<file path="src/rtl/lcd_sync_pkg.sv">
package lcd_sync_pkg;
  typedef enum logic {
    MODE_RGB565 = 1'b0,
    MODE_RGB888 = 1'b1
  } color_mode_e;
endpackage

</file>
<file path="src/rtl/lcd_sync_mode_cfg.sv">
module lcd_sync_mode_cfg
  import lcd_sync_pkg::*;
#(
  parameter int H_ACT      = 320,
  parameter int H_TOT_PIX  = 336,
  parameter int H_SYNC_PIX = 2,
  parameter int H_LEAD_PIX = 7,
  parameter int V_SYNC_PIX = 2,
  parameter int V_TOT      = 244,
  parameter int CPP_A      = 2,
  parameter int CPP_B      = 3,
  parameter int DLY_A      = 3,
  parameter int DLY_B      = 5,
  parameter int HW         = 10,
  parameter int FW         = 18
) (
  input  logic             clk_i,
  input  logic             rst_i,
  input  logic             en_i,
  input  logic             mode_sel_i,
  output color_mode_e      mode_q_o,
  output logic [HW-1:0]    hper_o,
  output logic [HW-1:0]    hsw_o,
  output logic [HW-1:0]    vsw_o,
  output logic [HW-1:0]    de_beg_o,
  output logic [HW-1:0]    de_end_o,
  output logic [FW-1:0]    fper_o
);
  logic [HW-1:0] cpp;
  logic [HW-1:0] dly;

  // mode is captured only while the generator is stopped
  always_ff @(posedge clk_i) begin
    if (rst_i)      mode_q_o <= MODE_RGB565;
    else if (!en_i) mode_q_o <= color_mode_e'(mode_sel_i);
  end

  always_comb begin
    cpp      = (mode_q_o == MODE_RGB888) ? HW'(CPP_B) : HW'(CPP_A);
    dly      = (mode_q_o == MODE_RGB888) ? HW'(DLY_B) : HW'(DLY_A);
    hper_o   = HW'(H_TOT_PIX) * cpp;
    hsw_o    = HW'(H_SYNC_PIX) * cpp;
    vsw_o    = HW'(V_SYNC_PIX) * cpp;
    de_beg_o = HW'(H_LEAD_PIX) * cpp + dly;
    de_end_o = de_beg_o + HW'(H_ACT) * cpp;
    fper_o   = FW'(hper_o) * FW'(V_TOT);
  end
endmodule

</file>
<file path="src/rtl/lcd_sync_frame_timer.sv">
module lcd_sync_frame_timer #(
  parameter int FW = 18
) (
  input  logic          clk_i,
  input  logic          rst_i,
  input  logic          en_i,
  input  logic [FW-1:0] fper_i,
  output logic          run_o,
  output logic [FW-1:0] cnt_o
);
  always_ff @(posedge clk_i) begin
    if (rst_i || !en_i) begin
      run_o <= 1'b0;
      cnt_o <= '0;
    end else if (!run_o) begin
      run_o <= 1'b1;
      cnt_o <= '0;
    end else if (cnt_o == fper_i - FW'(1)) begin
      cnt_o <= '0;
    end else begin
      cnt_o <= cnt_o + FW'(1);
    end
  end
endmodule

</file>
<file path="src/rtl/lcd_sync_line_timer.sv">
module lcd_sync_line_timer #(
  parameter int V_TOT = 244,
  parameter int HW    = 10,
  parameter int VW    = 8
) (
  input  logic          clk_i,
  input  logic          rst_i,
  input  logic          en_i,
  input  logic          go_i,
  input  logic [HW-1:0] hper_i,
  output logic          run_o,
  output logic [HW-1:0] hcnt_o,
  output logic [VW-1:0] vcnt_o
);
  // starts one clock after the frame timer so frame sync leads line sync
  always_ff @(posedge clk_i) begin
    if (rst_i || !en_i) begin
      run_o  <= 1'b0;
      hcnt_o <= '0;
      vcnt_o <= '0;
    end else if (!run_o) begin
      run_o  <= go_i;
      hcnt_o <= '0;
      vcnt_o <= '0;
    end else if (hcnt_o == hper_i - HW'(1)) begin
      hcnt_o <= '0;
      vcnt_o <= (vcnt_o == VW'(V_TOT - 1)) ? '0 : vcnt_o + VW'(1);
    end else begin
      hcnt_o <= hcnt_o + HW'(1);
    end
  end
endmodule

</file>
<file path="src/rtl/lcd_sync_gen.sv">
module lcd_sync_gen
  import lcd_sync_pkg::*;
#(
  parameter int H_ACT      = 320,
  parameter int V_ACT      = 240,
  parameter int H_TOT_PIX  = 336,
  parameter int H_SYNC_PIX = 2,
  parameter int H_LEAD_PIX = 7,
  parameter int V_TOP      = 2,
  parameter int V_BOT      = 2,
  parameter int V_SYNC_PIX = 2,
  parameter int CPP_A      = 2,
  parameter int CPP_B      = 3,
  parameter int DLY_A      = 3,
  parameter int DLY_B      = 5,
  localparam int V_TOT     = V_ACT + V_TOP + V_BOT,
  localparam int HW        = $clog2(H_TOT_PIX * CPP_B + 1),
  localparam int VW        = $clog2(V_TOT + 1),
  localparam int FW        = $clog2(H_TOT_PIX * CPP_B * V_TOT + 1)
) (
  input  logic          clk_i,
  input  logic          rst_i,
  input  logic          en_i,
  input  logic          mode_sel_i,
  output logic          hsync_n_o,
  output logic          vsync_n_o,
  output logic          de_o,
  output logic [HW-1:0] pix_cnt_o,
  output logic [VW-1:0] line_cnt_o
);
  color_mode_e   mode_q;
  logic [HW-1:0] hper, hsw, vsw, de_beg, de_end;
  logic [FW-1:0] fper, fcnt;
  logic          frun, hrun;
  logic [HW-1:0] hcnt;
  logic [VW-1:0] vcnt;

  lcd_sync_mode_cfg #(
    .H_ACT(H_ACT), .H_TOT_PIX(H_TOT_PIX), .H_SYNC_PIX(H_SYNC_PIX),
    .H_LEAD_PIX(H_LEAD_PIX), .V_SYNC_PIX(V_SYNC_PIX), .V_TOT(V_TOT),
    .CPP_A(CPP_A), .CPP_B(CPP_B), .DLY_A(DLY_A), .DLY_B(DLY_B),
    .HW(HW), .FW(FW)
  ) cfg_i (
    .clk_i(clk_i), .rst_i(rst_i), .en_i(en_i), .mode_sel_i(mode_sel_i),
    .mode_q_o(mode_q), .hper_o(hper), .hsw_o(hsw), .vsw_o(vsw),
    .de_beg_o(de_beg), .de_end_o(de_end), .fper_o(fper)
  );

  lcd_sync_frame_timer #(.FW(FW)) frame_i (
    .clk_i(clk_i), .rst_i(rst_i), .en_i(en_i), .fper_i(fper),
    .run_o(frun), .cnt_o(fcnt)
  );

  lcd_sync_line_timer #(.V_TOT(V_TOT), .HW(HW), .VW(VW)) line_i (
    .clk_i(clk_i), .rst_i(rst_i), .en_i(en_i), .go_i(frun), .hper_i(hper),
    .run_o(hrun), .hcnt_o(hcnt), .vcnt_o(vcnt)
  );

  // registered outputs, one clock behind the counters, all aligned
  always_ff @(posedge clk_i) begin
    if (rst_i || !en_i) begin
      hsync_n_o  <= 1'b1;
      vsync_n_o  <= 1'b1;
      de_o       <= 1'b0;
      pix_cnt_o  <= '0;
      line_cnt_o <= '0;
    end else begin
      vsync_n_o  <= !(frun && (fcnt < FW'(vsw)));
      hsync_n_o  <= !(hrun && (hcnt < hsw));
      de_o       <= hrun && (vcnt >= VW'(V_TOP)) && (vcnt < VW'(V_TOP + V_ACT))
                    && (hcnt >= de_beg) && (hcnt < de_end);
      pix_cnt_o  <= hcnt;
      line_cnt_o <= vcnt;
    end
  end
endmodule

</file>
<file path="config.mk">
export PLATFORM = sky130hd
export DESIGN_NAME = lcd_sync_gen
export DESIGN_NICKNAME = d
export VERILOG_FILES = /design/src/rtl/lcd_sync_pkg.sv /design/src/rtl/lcd_sync_mode_cfg.sv /design/src/rtl/lcd_sync_frame_timer.sv /design/src/rtl/lcd_sync_line_timer.sv /design/src/rtl/lcd_sync_gen.sv
export SDC_FILE = /design/constraint.sdc
export NUM_CORES = 1
export LEC_CHECK = 0
export ABC_AREA = 0
export BUFFER_PORTS_ARGS = -buffer_cell sky130_fd_sc_hd__buf_2
export CAP_MARGIN = 20
export CORE_ASPECT_RATIO = 0.75
export CORE_UTILIZATION = 30
export CTS_CLUSTER_DIAMETER = 120
export DETAILED_ROUTE_END_ITERATION = 12
export GPL_ROUTABILITY_DRIVEN = 0
export REMOVE_ABC_BUFFERS = 1
export SYNTH_ARGS = -nofsm -noshare
export SYNTH_HDL_FRONTEND = slang
export SYNTH_SLANG_ARGS = --single-unit
</file>
<file path="constraint.sdc">
create_clock -name clk_i -period 2.05 [get_ports clk_i]
set_clock_uncertainty 0.05 [all_clocks]
set_input_delay 0.1025 -clock clk_i [delete_from_list [all_inputs] [get_ports clk_i]]
set_output_delay 0.1025 -clock clk_i [all_outputs]
set_load 0.01 [all_outputs]
</file>
---- Yosys cells after proc, flatten, opt, wreduce, memory -nomap -nowiden ----
Cells that the tools add are included.
word-level totals
  register bits after elaboration ......... 60
  input bits .............................. 4
  output and inout port bits .............. 21
  logic and storage cells ................. 51
cells by class
  add/subtract/negate cells ............... 7
  multiply operators ...................... 4
  magnitude comparators ................... 6
  eq/ne operators ......................... 3
  muxes and demuxes ....................... 5
  bitwise logic cells ..................... 2
  reductions and logical operators ........ 13
operators with widths
  cell                   count
  $add 10x10->10         2
  $lt 10x10->1           2
  $add 18x1->18 const B  1
  $eq 18x18->1           1
  $lt 18x10->1           1
  $sub 18x1->18 const B  1
  $mul 6x6->12 const B   1
  $add 10x1->10 const B  1
  $eq 10x10->1           1
  $ge 10x10->1           1
  $mul 3x10->10 const A  1
  $mul 3x10->4 const A   1
  $mul 5x10->6 const A   1
  $sub 10x1->10 const B  1
  $add 8x1->8 const B    1
  $eq 8x8->1 const B     1
  $ge 8x2->1 const B     1
  $lt 8x8->1 const B     1
  $mux 8                 1
  $logic_and 1x1->1      6
  $reduce_or 3->1        2
  $logic_not 1->1        3
  $mux 1                 3
  $mux 3                 1
  other kinds (3)        4

---- Logic depth before layout (Yosys ltp) ----
Gate-level depths: netlist of the first run.
  word-level depth ........................ 6
  depth in mapped cells ................... 7
  gate-level depth less buffers ........... 6

---- Cells and area by module ----
From an unflattened synthesis of the first run, not the netlist that was laid out.
second synthesis, totals
  cells, all modules ...................... 569
  area, all modules ....................... 4699.5 µm²
modules (own cells, without submodules)
  module                instances  cells each  area an instance (µm²)  seq. area each (µm²)
  lcd_sync_gen          1          179         1535.2                  420.4
  lcd_sync_frame_timer  1          172         1425.1                  380.4
  lcd_sync_line_timer   1          145         1191.1                  380.4
  lcd_sync_mode_cfg     1          73          548.0                   20.0

---- Worst setup path after synthesis of the first run ----
Ideal clock, no wire load.
  path kind ............................... reg2reg
  start point ............................. register cfg_i.mode_q_o
  end point ............................... register line_i.vcnt_o[2]
  arrival ................................. 1764 ps
  required time ........................... 1930 ps
  slack ................................... 166 ps
  stages on the path, launching flop included .. 8
  buffers on the path ..................... 1
  clock period less this slack ............ 1884 ps
  path through ............................ dfxtp_1 inv_1 ha_1 nand3_1 a211o_1 buf_6 or3_1 a21oi_1
between the ends
  longest elaborated chain between the ends .. 4
ends and longest elaborated chain
  what                    RTL line                   text
  from (decl)             lcd_sync_mode_cfg.sv:21    output color_mode_e mode_q_o,
  from (signal assigned)  lcd_sync_mode_cfg.sv:35    else if (!en_i) mode_q_o <= color_mode_e'(mode_sel_i);
  $mux 1                  lcd_sync_mode_cfg.sv:39    cpp = (mode_q_o == MODE_RGB888) ? HW'(CPP_B) : HW'(CPP_A);
  $mul 5x10->6            lcd_sync_mode_cfg.sv:41    hper_o = HW'(H_TOT_PIX) * cpp;
  $sub 10x1->10           lcd_sync_line_timer.sv:25  end else if (hcnt_o == hper_i - HW'(1)) begin
  $eq 10x10->1            lcd_sync_line_timer.sv:25
  to (signal assigned)    lcd_sync_line_timer.sv:27  vcnt_o <= (vcnt_o == VW'(V_TOT - 1)) ? '0 : vcnt_o + VW'(1);
  to (decl)               lcd_sync_line_timer.sv:13  output logic [VW-1:0] vcnt_o
No other way between the ends.
A chain may end at the register's enable or synchronous reset.

---- Worst setup path after layout of the first run ----
  start point ............................. register cfg_i.mode_q_o
  end point ............................... register line_i.vcnt_o[3]
The elaborated chain is that of the path after synthesis.

==> results of run 1 <==
==> power by group through the flow <==
stage / Combinational, W / Sequential, W / Clock, W
2_1_floorplan: 0.0000222 / 0.00120 / 0
3_3_place_gp: 0.0000429 / 0.00120 / 0
3_5_place_dp: 0.0000438 / 0.00120 / 0
4_1_cts: 0.0000454 / 0.00117 / 0.00150
5_1_grt: 0.0000517 / 0.00117 / 0.00155
6_report: 0.0000460 / 0.00117 / 0.00146
==> state kept, by name, summed over array words and instances, names as in the netlist <==
signal	count
frame_i.cnt_o	18
vsync_n_o	1
line_i.hcnt_o	10
line_i.vcnt_o	8
line_i.run_o	1
hsync_n_o	1
pix_cnt_o	10
line_cnt_o	8
frame_i.run_o	1
de_o	1
cfg_i.mode_q_o	1
==> final timing paths <==
| path | end | slack (ns) | cells past startpoint |
|---|---|---|---|
| worst max-delay path | line_i.vcnt_o[3] | 0.03 | 6 |
| worst min-delay path | cfg_i.mode_q_o | 0.02 | 3 |
| worst max register to register | line_i.vcnt_o[3] | 0.03 | 6 |
| worst min register to register | frame_i.cnt_o[0] | 0.38 | 1 |
==> through the flow <==
step	area (um^2)	util	setup slack (ns)
finish	3230	0.401	0.0322
global route	3230	0.401	-0.0109
CTS	3190	0.396	0.00335
detailed placement	2880	0.358	0.0295
global placement	2880	0.358	0.161
floorplan	2500	-	0.173
==> area by class of cell <==
type | instances | area share
Inverter | 11 | 0.0128
Sequential cell | 60 | 0.373
Multi-Input combinational cell | 200 | 0.399
Clock inverter | 6 | 0.0197
Clock buffer | 10 | 0.0708
Timing Repair Buffer | 44 | 0.0844
Tap cell | 105 | 0.0406
==> worst max-delay path, stage by stage (launching register included) <==
cell	delay (ns)
dfxtp_4	0.36
inv_1	0.09
ha_4	0.28
nand4_1	0.21
a211o_4	0.42
or3_1	0.37
a21oi_1	0.16
==> cell usage in the layout, fill, tap and decap left out, types with 2 or more instances in the layout <==
cell,count
and3_1,2
o21bai_1,2
inv_1,11
nand3b_1,2
dfxtp_1,59
nand2_1,18
or4_1,5
buf_2,24
clkinvlp_4,2
o211ai_1,2
nor2_1,28
and2_1,21
clkbuf_16,9
o31ai_1,2
xor2_1,9
clkinv_2,2
nand4_1,9
and4_1,2
nor3_1,5
nor4_1,3
nand3_1,14
ha_1,9
a21oi_1,12
o21ai_0,12
buf_4,19
a2111oi_0,2
or3_1,11
xnor2_1,9
nor2b_1,3
a211oi_1,2
==> cells by family after synthesis <==
family                   Yosys count  share of synthesized area
buffers and inverters             21                     0.0392
AO/OA/AOI/OAI                     42                      0.106
adder cells (fa/ha/maj)           10                     0.0489
flip-flops                        60                      0.470
XOR/XNOR                          18                     0.0617
AND/OR/NAND/NOR                  128                      0.270
multiplexers                       1                    0.00392
==> routing by layer <==
layer,vias up,share of wire,GRT usage
met3,6,0.043,0.0429
met2,48,0.41,0.189
met1,1021,0.54,0.183
met4,0,0.012,0.0608
met5,-,0,0
li1,1076,-,-
==> repair_timing <==
item | 4_1_cts | 5_1_grt
endpoints found under the setup margin | 1 | 15
pin swaps | 0 | 1
setup buffers | 0 | 1
gates resized for setup | 1 | 5
hold buffers | 1 | 0
hold endpoints to repair | 1 | 0
cloned | 0 | 1
==> run_results.csv, run 1 <==
group,metric,value,unit
detailed_routing,vias_per_cell,4.93,
clock_network,numCtsBuffers,9,
detailed_routing,routed_wl,5590,um
detailed_routing,drt_iter0_markers,122,
grt,grt.total_usage,0.134,
timing,setup_violations,0,
synthesis,yosys.area.top_type,"dfxtp_1",
floorplanning,die-area,0.00890,mm^2
timing,fmax,496,MHz
synthesis,synth_top_area_frac,0.470,
pwr,power_density,830,mW/mm^2
detailed_routing,via_count,2151,
timing,fin_hold_ws,0.0183,ns
detailed_routing,first_pass_iters,4,
timing,hold_viol_final,0,
timing,fin_crit_sh,0.984,
clock_network,clockBufferDepth,2,
timing,slew_viol_final,0,
pwr,p_int,0.00213,W
placed_design,dpl.cell_count,417,
final_layout,final_cells,436,
final_layout,drive_above_1_share,0.199,
synthesis,synth_cells,280,
pwr,peakVddDrop,0.400,mV
setup_path,worstSetupPathType,"reg -> reg",
final_layout,fillers,820,
floorplanning,die_w,109,um
synthesis,synth-main-ff-cell,"dfxtp_1",
synthesis,syn-cell-area,0.00256,mm^2
synthesis,ys_types,41,
synthesis,avgSynthCellArea,9.13,um^2
clock_network,numClockSinks,60,
pwr,p_total,0.00268,W
setup_path,worstPathMaxFanout,7,
placed_design,numPortBuffers,24,
pwr,netSwitchingFraction,0.206,
timing,relSlewSlack,0.679,
setup_path,rr_startpoint,"cfg_i.mode_q_o",
floorplanning,initial_core_util,0.317,
floorplanning,core,0.00806,mm^2
synthesis,synth_common_cells,"dfxtp_1 (60), nor2_1 (28), and2_1 (21)",
synthesis,ys_seq_area_frac,0.470,
pwr,power_leakage,1.20,nW
status,outcome,"completed",
setup_path,critPathLaunchType,"flop",
worst_hold_path,hp-class,"in -> reg",
clock_network,clock_latency,0.32,ns
floorplanning,io_pins,25,
clock_network,path_clk_slew,0.05,ns
floorplanning,rows,28,
final_layout,regArea,0.00120,mm^2
pwr,seq_power_share,0.438,
synthesis,synth_most_common_cell,"dfxtp_1",
detailed_routing,wl_per_cell,12.8,um
placed_design,hpwl,3800,um
final_layout,n_antenna_cell,0,
grt,antenna_found_initial,0,
detailed_routing,drc,0,
setup_path,startpoint,"cfg_i.mode_q_o",
worst_hold_path,hold_path_startpoint,"mode_sel_i",
timing,period_needed,2.02,ns
grt,grt_start_max_net_pins,24,
grt,grt_pass1_wl,9010,um
job,drv_cap,0,
setup_path,critPathCaptureType,"flop",
floorplanning,die_y,81.9,um
clock_network,cts.htree.levels,3,
clock_network,cts_root_buf,"clkbuf_16",
timing,worst_pin_slew,0.479,ns
synthesis,ys_top_cells_by_area,"dfxtp_1 (47%), and2_1 (5.1%), ha_1 (4.9%)",
pwr,p_switching,0.000554,W
setup_path,worst_ep_required_time,2.25,ns
pwr,pwr-share-comb,0.017,
final_layout,synthToLayoutAreaGrowth,26.5,%
final_layout,multi_input_area,0.00129,mm^2
setup_path,worstPathArrival,2.22,ns
synthesis,synth_edf_count,0,
synthesis,synth-async-reset-ratio,0,
pwr,clkPwrFrac,0.545,
synthesis,yosys_warnings,0,
final_layout,num-nets-final,340,
detailed_routing,postRouteAntennaNets,0,
timing,finalSetupTns,0,ns
synthesis,ys_seq_elements,60,
grt,grt_pass1_vias,1845,
clock_network,cts_tree,"yes",
grt,grt_overflow,0,
(Power assumes the default switching activity.)
==> inputs of run 2 (changes only) <==
--- a/config.mk
+++ b/config.mk
@@ -10,6 +10,7 @@
 export CAP_MARGIN = 20
 export CORE_ASPECT_RATIO = 0.75
 export CORE_UTILIZATION = 30
+export CTS_BUF_LIST = sky130_fd_sc_hd__clkbuf_2
 export CTS_CLUSTER_DIAMETER = 120
 export DETAILED_ROUTE_END_ITERATION = 12
 export GPL_ROUTABILITY_DRIVEN = 0
==> constraint.sdc (replaced) <==
create_clock -name clk_i -period 1.91 [get_ports clk_i]
set_clock_uncertainty 0.05 [all_clocks]
set_input_delay 0.0955 -clock clk_i [delete_from_list [all_inputs] [get_ports clk_i]]
set_output_delay 0.0955 -clock clk_i [all_outputs]
set_load 0.01 [all_outputs]
==> run 2 against run 1 <==
  * Cell count rose by 2.5%
  * Critical path type unchanged
  * Core utilization fell by 0.73 points
  * Maximum frequency rose by 8.3%
  * Largest cell class unchanged
  * First-iteration DRC count fell by 33%
  * Largest power group is now sequential cells
==> run_results.csv, run 2 (synthesis gave the netlist of run 1 again) <==
group,metric,value,unit
pwr,power_leakage,1.20,nW
setup_path,ff2ff_path_depth,6,
floorplanning,die-area,0.00890,mm^2
floorplanning,rows,28,
setup_path,worstPathMaxFanout,7,
status,outcome,"completed",
grt,grt_overflow,0,
detailed_routing,drc,0,
timing,finalSetupTns,0,ns
grt,grt_start_max_net_pins,19,
worst_hold_path,hold_path_startpoint,"rst_i",
setup_path,worstSetupEndpoint,"line_i.vcnt_o[2]",
grt,grt_pass1_wl,9520,um
final_layout,num-nets-final,351,
pwr,power_density,657,mW/mm^2
timing,rsz0062_at_grt,"yes",
grt,grt_pass1_vias,1932,
setup_path,crit_path_top_delay_cell,"a211o_4",
final_layout,layout_common_cells,"dfxtp_1 (58), nor2_1 (28), buf_4 (26)",
final_layout,synthToLayoutAreaGrowth,24.2,%
grt,grt.total_usage,0.142,
detailed_routing,postRouteAntennaNets,0,
final_layout,regArea,0.00120,mm^2
final_layout,drive_above_1_share,0.234,
detailed_routing,wl_per_cell,12.8,um
floorplanning,die_w,109,um
final_layout,finalInstanceArea,0.00317,mm^2
clock_network,cts_root_buf,"clkbuf_2",
floorplanning,die_y,81.9,um
setup_path,crit_family,"compound AO/OA/AOI/OAI gates",
final_layout,multi_input_area,0.00131,mm^2
setup_path,worstPathArrival,2.24,ns
job,drv_cap,0,
final_layout,fillers,823,
setup_path,worst-path-buf-inv,1,
placed_design,numPortBuffers,24,
pwr,p_total,0.00209,W
setup_path,rr_startpoint,"cfg_i.mode_q_o",
clock_network,cts_tree,"yes",
setup_path,critPathLaunchType,"flop",
floorplanning,initial_core_util,0.317,
placed_design,hpwl,3910,um
detailed_routing,drt_iter0_markers,82,
final_layout,top_register,"frame_i.cnt_o",
timing,fmax,537,MHz
clock_network,cts.htree.levels,3,
timing,fin_crit_sh,0.975,
clock_network,path_clk_slew,0.18,ns
timing,hold_viol_final,0,
setup_path,cpPeakStageDelay,0.42,ns
detailed_routing,vias_per_cell,4.77,
timing,relSlewSlack,0.703,
final_layout,largest_reg_flops,18,
final_layout,n_antenna_cell,0,
pwr,peakVddDrop,0.330,mV
timing,slew_viol_final,0,
setup_path,r2r_setup_slack,0.05,ns
detailed_routing,routed_wl,5730,um
timing,setup_violations,0,
worst_hold_path,hp-class,"in -> reg",
clock_network,numCtsBuffers,9,
placed_design,dpl_cell_area,0.00298,mm^2
detailed_routing,via_count,2134,
final_layout,reg_top3,"frame_i.cnt_o x18, line_i.hcnt_o x10, pix_cnt_o x10",
timing,worst_pin_slew,0.434,ns
floorplanning,core,0.00806,mm^2
setup_path,worst_ep_required_time,2.29,ns
detailed_routing,first_pass_iters,5,
setup_path,worstSetupPathType,"reg -> reg",
setup_path,worstPathCellList,"inv_2 -> ha_4 -> nand4_1 -> a211o_4 -> or3_1 -> a21oi_2",
floorplanning,io_pins,25,
clock_network,clock_latency,0.49,ns
setup_path,worstSetupPathDepth,6,
setup_path,rr_endpoint,"line_i.vcnt_o[2]",
clock_network,numClockSinks,60,
clock_network,clockBufferDepth,2,
final_layout,mostFrequentLayoutCell,"dfxtp_1",
timing,period_needed,1.86,ns
setup_path,critPathCaptureType,"flop",
setup_path,startpoint,"cfg_i.mode_q_o",
grt,antenna_found_initial,0,
## run 2: worst register-to-register path, cell delays in order (launching register included)
cell,delay [ns]
dfxtp_2,0.38
inv_2,0.06
ha_4,0.26
nand4_1,0.19
a211o_4,0.42
or3_1,0.33
a21oi_2,0.12
## run 2: how the worst min path moves through the flow
stage                                end  slack, ns  cells past startpoint
after floorplan           cfg_i.mode_q_o       0.12                      1
after global placement    cfg_i.mode_q_o       0.25                      2
after detailed placement  cfg_i.mode_q_o       0.24                      2
after CTS                  frame_i.run_o       0.30                      3
after global routing       frame_i.run_o       0.29                      3
final                      frame_i.run_o       0.33                      3
## run 2: layout make-up
type,instances,area share
Clock inverter,6,0.0173
Sequential cell,60,0.379
Timing Repair Buffer,55,0.121
Clock buffer,10,0.0158
Multi-Input combinational cell,200,0.412
Tap cell,105,0.0414
Inverter,11,0.0130
## run 2: metrics by stage
step	utilization	hold slack, ns	setup WS [ns]	std cells
after floorplan	-	0.118	0.0334	270
after global placement	0.369	0.250	0.0299	426
after detailed placement	0.369	0.241	-0.00297	426
after CTS	0.389	0.300	0.00588	446
after global routing	0.394	0.288	-0.0181	447
final	0.394	0.333	0.0471	447
## run 2: routing by layer
metal,share of wire,up-vias,routed length (um),track usage
li1,-,1092,-,-
met1,0.54,997,3070,0.200
met2,0.40,36,2290,0.191
met3,0.051,9,293,0.0579
met4,0.012,0,67,0.0527
met5,0,-,0,0
## run 2: timing repair
item	CTS	global route
hold endpoints to repair	3	0
cloned	1	0
hold buffers	3	0
setup buffers	0	1
endpoints found under the setup margin	5	27
gates resized for setup	3	9
pin swaps	1	12
## run 2: power by group
part | total, W | internal (W) | switching, W
registers | 0.00126 | 0.00126 | 0.00000291
clock network | 0.000766 | 0.000295 | 0.000471
logic | 0.0000598 | 0.0000293 | 0.0000305
